==> src/rtl/rxd_pkg.sv <==
package rxd_pkg;

  localparam int DATA_W    = 32;
  localparam logic [7:0] STAT_TYPE = 8'hEF;

  typedef struct packed {
    logic              abrt;
    logic              sof;
    logic              eof;
    logic              bad;
    logic              crc;
    logic [DATA_W-1:0] data;
  } rxd_entry_t;

  localparam int ENTRY_W = $bits(rxd_entry_t);

  typedef enum logic [1:0] {
    SQ_DATA = 2'd0,
    SQ_STAT = 2'd1,
    SQ_DROP = 2'd2
  } rxd_state_e;

  // CRC failure outranks a malformed frame
  function automatic logic [DATA_W-1:0] status_word(input logic bad, input logic crc);
    logic [1:0] err;
    err = crc ? 2'b10 : (bad ? 2'b01 : 2'b00);
    return {5'd0, 1'b1, err, 16'd0, STAT_TYPE};
  endfunction

endpackage

==> src/rtl/rxd_fifo.sv <==
module rxd_fifo #(
  parameter int W     = 37,
  parameter int DEPTH = 16
) (
  input  logic         clk,
  input  logic         rst,
  input  logic         push,
  input  logic [W-1:0] din,
  input  logic         pop,
  output logic [W-1:0] dout,
  output logic         empty,
  output logic         full
);
  localparam int AW = $clog2(DEPTH);

  logic [W-1:0] mem [DEPTH];
  logic [AW-1:0] wp, rp;
  logic [AW:0]   cnt;
  logic          do_push, do_pop;

  assign empty   = (cnt == '0);
  assign full    = (cnt == (AW+1)'(DEPTH));
  assign do_push = push && !full;
  assign do_pop  = pop && !empty;
  assign dout    = mem[rp];

  always_ff @(posedge clk) begin
    if (do_push) mem[wp] <= din;
  end

  always_ff @(posedge clk) begin
    if (rst) begin
      wp  <= '0;
      rp  <= '0;
      cnt <= '0;
    end else begin
      if (do_push) wp <= (wp == AW'(DEPTH-1)) ? '0 : wp + 1'b1;
      if (do_pop)  rp <= (rp == AW'(DEPTH-1)) ? '0 : rp + 1'b1;
      case ({do_push, do_pop})
        2'b10:   cnt <= cnt + 1'b1;
        2'b01:   cnt <= cnt - 1'b1;
        default: cnt <= cnt;
      endcase
    end
  end

endmodule

==> src/rtl/rxd_go.sv <==
module rxd_go #(
  parameter int STAGES = 2
) (
  input  logic clk,
  input  logic rst,
  input  logic rdy_n,
  output logic go
);
  generate
    if (STAGES == 1) begin : g_one
      logic q;
      always_ff @(posedge clk) begin
        if (rst) q <= 1'b0;
        else     q <= ~rdy_n;
      end
      assign go = q;
    end else begin : g_chain
      logic [STAGES-1:0] sh;
      always_ff @(posedge clk) begin
        if (rst) sh <= '0;
        else     sh <= {sh[STAGES-2:0], ~rdy_n};
      end
      assign go = sh[STAGES-1];
    end
  endgenerate

endmodule

==> src/rtl/rxd_seq.sv <==
module rxd_seq
  import rxd_pkg::*;
(
  input  logic              clk,
  input  logic              rst,
  input  rxd_entry_t        head,
  input  logic              empty,
  input  logic              go,
  input  logic              cancel_n,
  output logic              pop,
  output logic [DATA_W-1:0] data,
  output logic              sof_n,
  output logic              eof_n,
  output logic              vld_n,
  output logic              abort_n
);
  rxd_state_e        state;
  logic              in_frame;
  logic [DATA_W-1:0] stat_q;
  logic              cut;

  assign cut = !cancel_n && in_frame;

  always_comb begin
    pop = 1'b0;
    if (state == SQ_DATA) pop = !cut && go && !empty;
    else if (state == SQ_DROP) pop = !empty;
  end

  always_ff @(posedge clk) begin
    if (rst) begin
      state    <= SQ_DATA;
      in_frame <= 1'b0;
      stat_q   <= '0;
      data     <= '0;
      sof_n    <= 1'b1;
      eof_n    <= 1'b1;
      vld_n    <= 1'b1;
      abort_n  <= 1'b1;
    end else begin
      sof_n   <= 1'b1;
      eof_n   <= 1'b1;
      vld_n   <= 1'b1;
      abort_n <= 1'b1;
      case (state)
        SQ_DATA: begin
          if (cut) begin
            state    <= SQ_DROP;
            in_frame <= 1'b0;
          end else if (go && !empty) begin
            if (head.abrt) begin
              if (in_frame) abort_n <= 1'b0;
              in_frame <= 1'b0;
            end else begin
              vld_n <= 1'b0;
              data  <= head.data;
              sof_n <= ~head.sof;
              eof_n <= ~head.eof;
              if (head.eof) begin
                state    <= SQ_STAT;
                in_frame <= 1'b0;
                stat_q   <= status_word(head.bad, head.crc);
              end else begin
                in_frame <= 1'b1;
              end
            end
          end
        end
        SQ_STAT: begin
          if (go) begin
            vld_n <= 1'b0;
            sof_n <= 1'b0;
            eof_n <= 1'b0;
            data  <= stat_q;
            state <= SQ_DATA;
          end
        end
        SQ_DROP: begin
          if (!empty && (head.eof || head.abrt)) state <= SQ_DATA;
        end
        default: state <= SQ_DATA;
      endcase
    end
  end

endmodule

==> src/rtl/fis_rx_deliver.sv <==
module fis_rx_deliver
  import rxd_pkg::*;
#(
  parameter int DEPTH       = 16,
  parameter int STOP_STAGES = 2
) (
  input  logic              clk,
  input  logic              rst,
  input  logic              wr_en,
  input  logic              wr_sof,
  input  logic              wr_eof,
  input  logic              wr_bad,
  input  logic              wr_crc,
  input  logic              wr_abort,
  input  logic [DATA_W-1:0] wr_data,
  output logic              wr_full,
  output logic [DATA_W-1:0] rx_data,
  output logic              rx_sof_n,
  output logic              rx_eof_n,
  output logic              rx_vld_n,
  input  logic              rx_rdy_n,
  input  logic              rx_cancel_n,
  output logic              rx_abort_n
);
  rxd_entry_t         wr_ent, head;
  logic [ENTRY_W-1:0] head_bits;
  logic               empty, pop, go;

  always_comb begin
    wr_ent.abrt = wr_abort;
    wr_ent.sof  = wr_sof;
    wr_ent.eof  = wr_eof;
    wr_ent.bad  = wr_bad;
    wr_ent.crc  = wr_crc;
    wr_ent.data = wr_data;
  end

  assign head = rxd_entry_t'(head_bits);

  rxd_fifo #(.W(ENTRY_W), .DEPTH(DEPTH)) i_buf (
    .clk  (clk),
    .rst  (rst),
    .push (wr_en),
    .din  (wr_ent),
    .pop  (pop),
    .dout (head_bits),
    .empty(empty),
    .full (wr_full)
  );

  rxd_go #(.STAGES(STOP_STAGES)) i_go (
    .clk  (clk),
    .rst  (rst),
    .rdy_n(rx_rdy_n),
    .go   (go)
  );

  rxd_seq i_seq (
    .clk     (clk),
    .rst     (rst),
    .head    (head),
    .empty   (empty),
    .go      (go),
    .cancel_n(rx_cancel_n),
    .pop     (pop),
    .data    (rx_data),
    .sof_n   (rx_sof_n),
    .eof_n   (rx_eof_n),
    .vld_n   (rx_vld_n),
    .abort_n (rx_abort_n)
  );

endmodule

==> config.mk <==
export PLATFORM = sky130hd
export DESIGN_NAME = fis_rx_deliver
export DESIGN_NICKNAME = d
export VERILOG_FILES = /design/src/rtl/rxd_pkg.sv /design/src/rtl/rxd_fifo.sv /design/src/rtl/rxd_go.sv /design/src/rtl/rxd_seq.sv /design/src/rtl/fis_rx_deliver.sv
export SDC_FILE = /design/constraint.sdc
export NUM_CORES = 1
export LEC_CHECK = 0
export BUFFER_PORTS_ARGS = -buffer_cell sky130_fd_sc_hd__buf_2
export CAP_MARGIN = 0
export CORE_UTILIZATION = 65
export DETAILED_ROUTE_END_ITERATION = 8
export PLACE_DENSITY = 0.83
export SLEW_MARGIN = 5
export SYNTH_ARGS = -nofsm -noshare
export SYNTH_HDL_FRONTEND = slang
export SYNTH_HIERARCHICAL = 1
export SYNTH_SLANG_ARGS = --single-unit
==> constraint.sdc <==
create_clock -name clk -period 6.71 [get_ports clk]
set_input_delay 0.671 -clock clk [delete_from_list [all_inputs] [get_ports clk]]
set_output_delay 0.671 -clock clk [all_outputs]
set_load 0.01 [all_outputs]
==> metrics.txt <==
status=finished clean; Root Driver=clkbuf_16; R2R Setup Slk=about 3.0 ns; first-pass GRT wire length=83200 um; Finish-stage setup viols=0; synth cell count leaders=edfxtp_1, mux4_2, mux4_1, dfxtp_1, nor2_1; synth top area cells=edfxtp_1, mux4_2, mux4_1, dfxtp_1, a32o_1; CP Capture Point=i_seq/data[19]$_SDFFE_PP0P_; Main synth FF type=edfxtp_1; CORE AREA=approximately 38000 um^2; Max FO, Critical Path=53; CTS-repair resized insts=0; clock skew=around 0.019 ns; Reg2Reg Capture Point=i_seq/data[19]$_SDFFE_PP0P_; Pre-Repair DR Iteration Count=5; arrival time worst endpoint=around 4.3 ns; most frequent cell after synthesis=edfxtp_1; port bufs=approximately 80; postcts setup bufs=0; drt total wl=57200 um; die area=just under 40000 um^2; placed cell area=between 20000 and 30000 um^2; cts bufs inserted=between 60 and 70; number of routed nets with antenna violations=0; Syn Std Cell Area=between 20000 and 30000 um^2; CTS tree=yes; fraction of registers with async set/reset=0%; Yosys cell types=between 50 and 60; Slew Limit Headroom=between 20% and 30%; largest net degree at the start of global routing=73; DIE WIDTH=199 um; syn avg cell area=between 20 and 25 um^2; Hold Slack=between 0.2 and 0.25 ns; 1st-iter DRT viols=approximately 1500; num ports=just under 80; number of hold violations in the final report=0; WS Path Type=flop to flop; Slew Limit Fails=0; Starting Density=between 60 and 70%; vias in the first global route=around 12000; Post-synth EDFFs=592; power density cells=slightly below 300 nW/um^2; VDD IR max=slightly above 0.2 mV; Min-Delay Path Class=input port to flop; sequential area share after synthesis=roughly three quarters; actual slew at the worst max-slew pin=1.11 ns; post-DR wirelength/cell=about 33 um; synthesized instance count=approximately 1100; Leak Pwr=between 8 and 9 nW; cells on worst reg2reg path=6; critical path capture point type=flop; clock slew at reported path FFs=approximately 0.060 ns; die height=between 150 and 200 um; max-cap violations=0; fin crit period=3.73 ns; DP HPWL=~26000 um; Area Overhead vs Synth=11.0%; top cell type's share of synthesized area=70.4%; YS warnings=6; critical path data required time=slightly above 7 ns; Design Area, Final=approximately 28000 um^2; share of cells above drive strength 1=between 20% and 30%; initial antenna violation count=4; Via density=~7.0; gr usage total=between 30% and 40%; RSZ-0062 raised after global routing=false; f_max=roughly 270 MHz; Post-CTS Hold Fix Bufs=0; Design Power=approximately 0.0081 W; Site Rows=71; Fill cells=~2000; # DRC=0; area leader, netlist=edfxtp_1; Layout Utilization=roughly three quarters; critical path startpoint category=flop; period utilization=55.6%; CTS sink cnt=653; vias=12300; fin nets=1243; global route total overflow=0; Synth Register Bits=roughly 650; Net Count, Synth=1141; TNS Setup=0 ns; H-Tree Depth=2; Clock Latency Late Sink=around 0.63 ns; Clock Path Buffers=3; gpl congestion=about 0.8
==> report_power, final <==
part	switching, W	internal (W)	total, W
clock network	0.00147	0.00188	0.00334
registers	0.0000267	0.00448	0.00451
logic	0.000171	0.000102	0.000273
==> critical path, cell delays in order (launching register included) <==
cell,delay [ns]
dfxtp_4,0.56
buf_4,0.68
mux4_2,0.45
mux4_2,0.60
nor3_4,0.70
buf_4,0.40
a32o_1,0.23
==> cell type report <==
cell class	instances	area (um^2)	share of cell area [%]
clock buffer	83	1690	6.03
timing repair buffer	102	571	2.03
tap	511	639	2.28
sequential	653	19000	67.8
antenna	2	5.00	0.0178
multi-input combinational	367	5860	20.9
inverter	8	30.0	0.107
clock inverter	32	235	0.839
==> per-layer routing <==
layer,routed length (um),part of all wire (%),vias to the layer above,GRT usage (%)
met5,32,0.056,-,0
met4,1670,2.9,6,10.9
met3,5020,8.8,141,5.25
met2,29200,51,743,49.5
met1,21300,37,6440,41.9
li1,-,-,4933,-
==> cells in the final DEF (no fill, tap or decap), types with 9 or more instances in the layout <==
master and instances:
edfxtp_1 592, mux4_2 117, buf_2 78, mux4_1 68
clkbuf_16 63, dfxtp_1 57, buf_4 24, a32o_1 22
a21oi_1 18, nor2_1 17, clkbuf_1 16, clkinv_2 14
nor2_4 12, a311oi_1 11, clkinv_1 10, a211oi_1 10
nand2_1 9
==> flip-flops by register name, indices dropped and copies added (netlist names), named ones only <==
signal and flops:
i_go/g_chain.sh 2, i_seq/sof_n 1, i_buf/rp 4, i_seq/abort_n 1, i_seq/data 32, i_seq/vld_n 1
i_buf/mem 592, i_buf/cnt 5, i_buf/wp 4, i_seq/in_frame 1, i_seq/stat_q 3, i_seq/eof_n 1
i_seq/state 2
==> kinds of logic (layout without fill, tap and decap cells) <==
group | after synthesis | in the layout | share of synthesized area, %
compound gates | 88 | 88 | 2.67
xor+xnor | 5 | 5 | 0.173
fa+ha+maj | 8 | 8 | 0.396
buf+inv | 71 | 225 | 2.11
flops | 653 | 653 | 75.2
mux | 194 | 194 | 17.9
other cells | 0 | 2 | 0
simple gates | 72 | 72 | 1.59
==> worst min path at each step <==
stage                                             from                       endpoint  slack (ns)  depth (start not counted)
after floorplan            i_seq/in_frame$_SDFFE_PP0P_       i_seq/abort_n$_SDFF_PP1_        0.39                          1
after global placement    i_seq/stat_q[7]$_SDFFE_PP0P_   i_seq/stat_q[7]$_SDFFE_PP0P_        0.44                          1
after detailed placement   i_seq/in_frame$_SDFFE_PP0P_       i_seq/abort_n$_SDFF_PP1_        0.45                          1
after CTS                                     rx_rdy_n  i_go/g_chain.sh[0]$_SDFF_PP0_        0.19                          2
after global routing                          rx_rdy_n  i_go/g_chain.sh[0]$_SDFF_PP0_        0.20                          2
final                                         rx_rdy_n  i_go/g_chain.sh[0]$_SDFF_PP0_        0.23                          2
==> per-stage QoR <==
stage | std cells | setup slack [ns]
detailed placement | 1641 | 3.02
CTS | 1756 | 2.98
finish | 1758 | 2.98
global route | 1756 | 2.67
global placement | 1641 | 3.12
floorplan | 1091 | 2.67
Note: power is estimated with default switching activity, not from simulation.
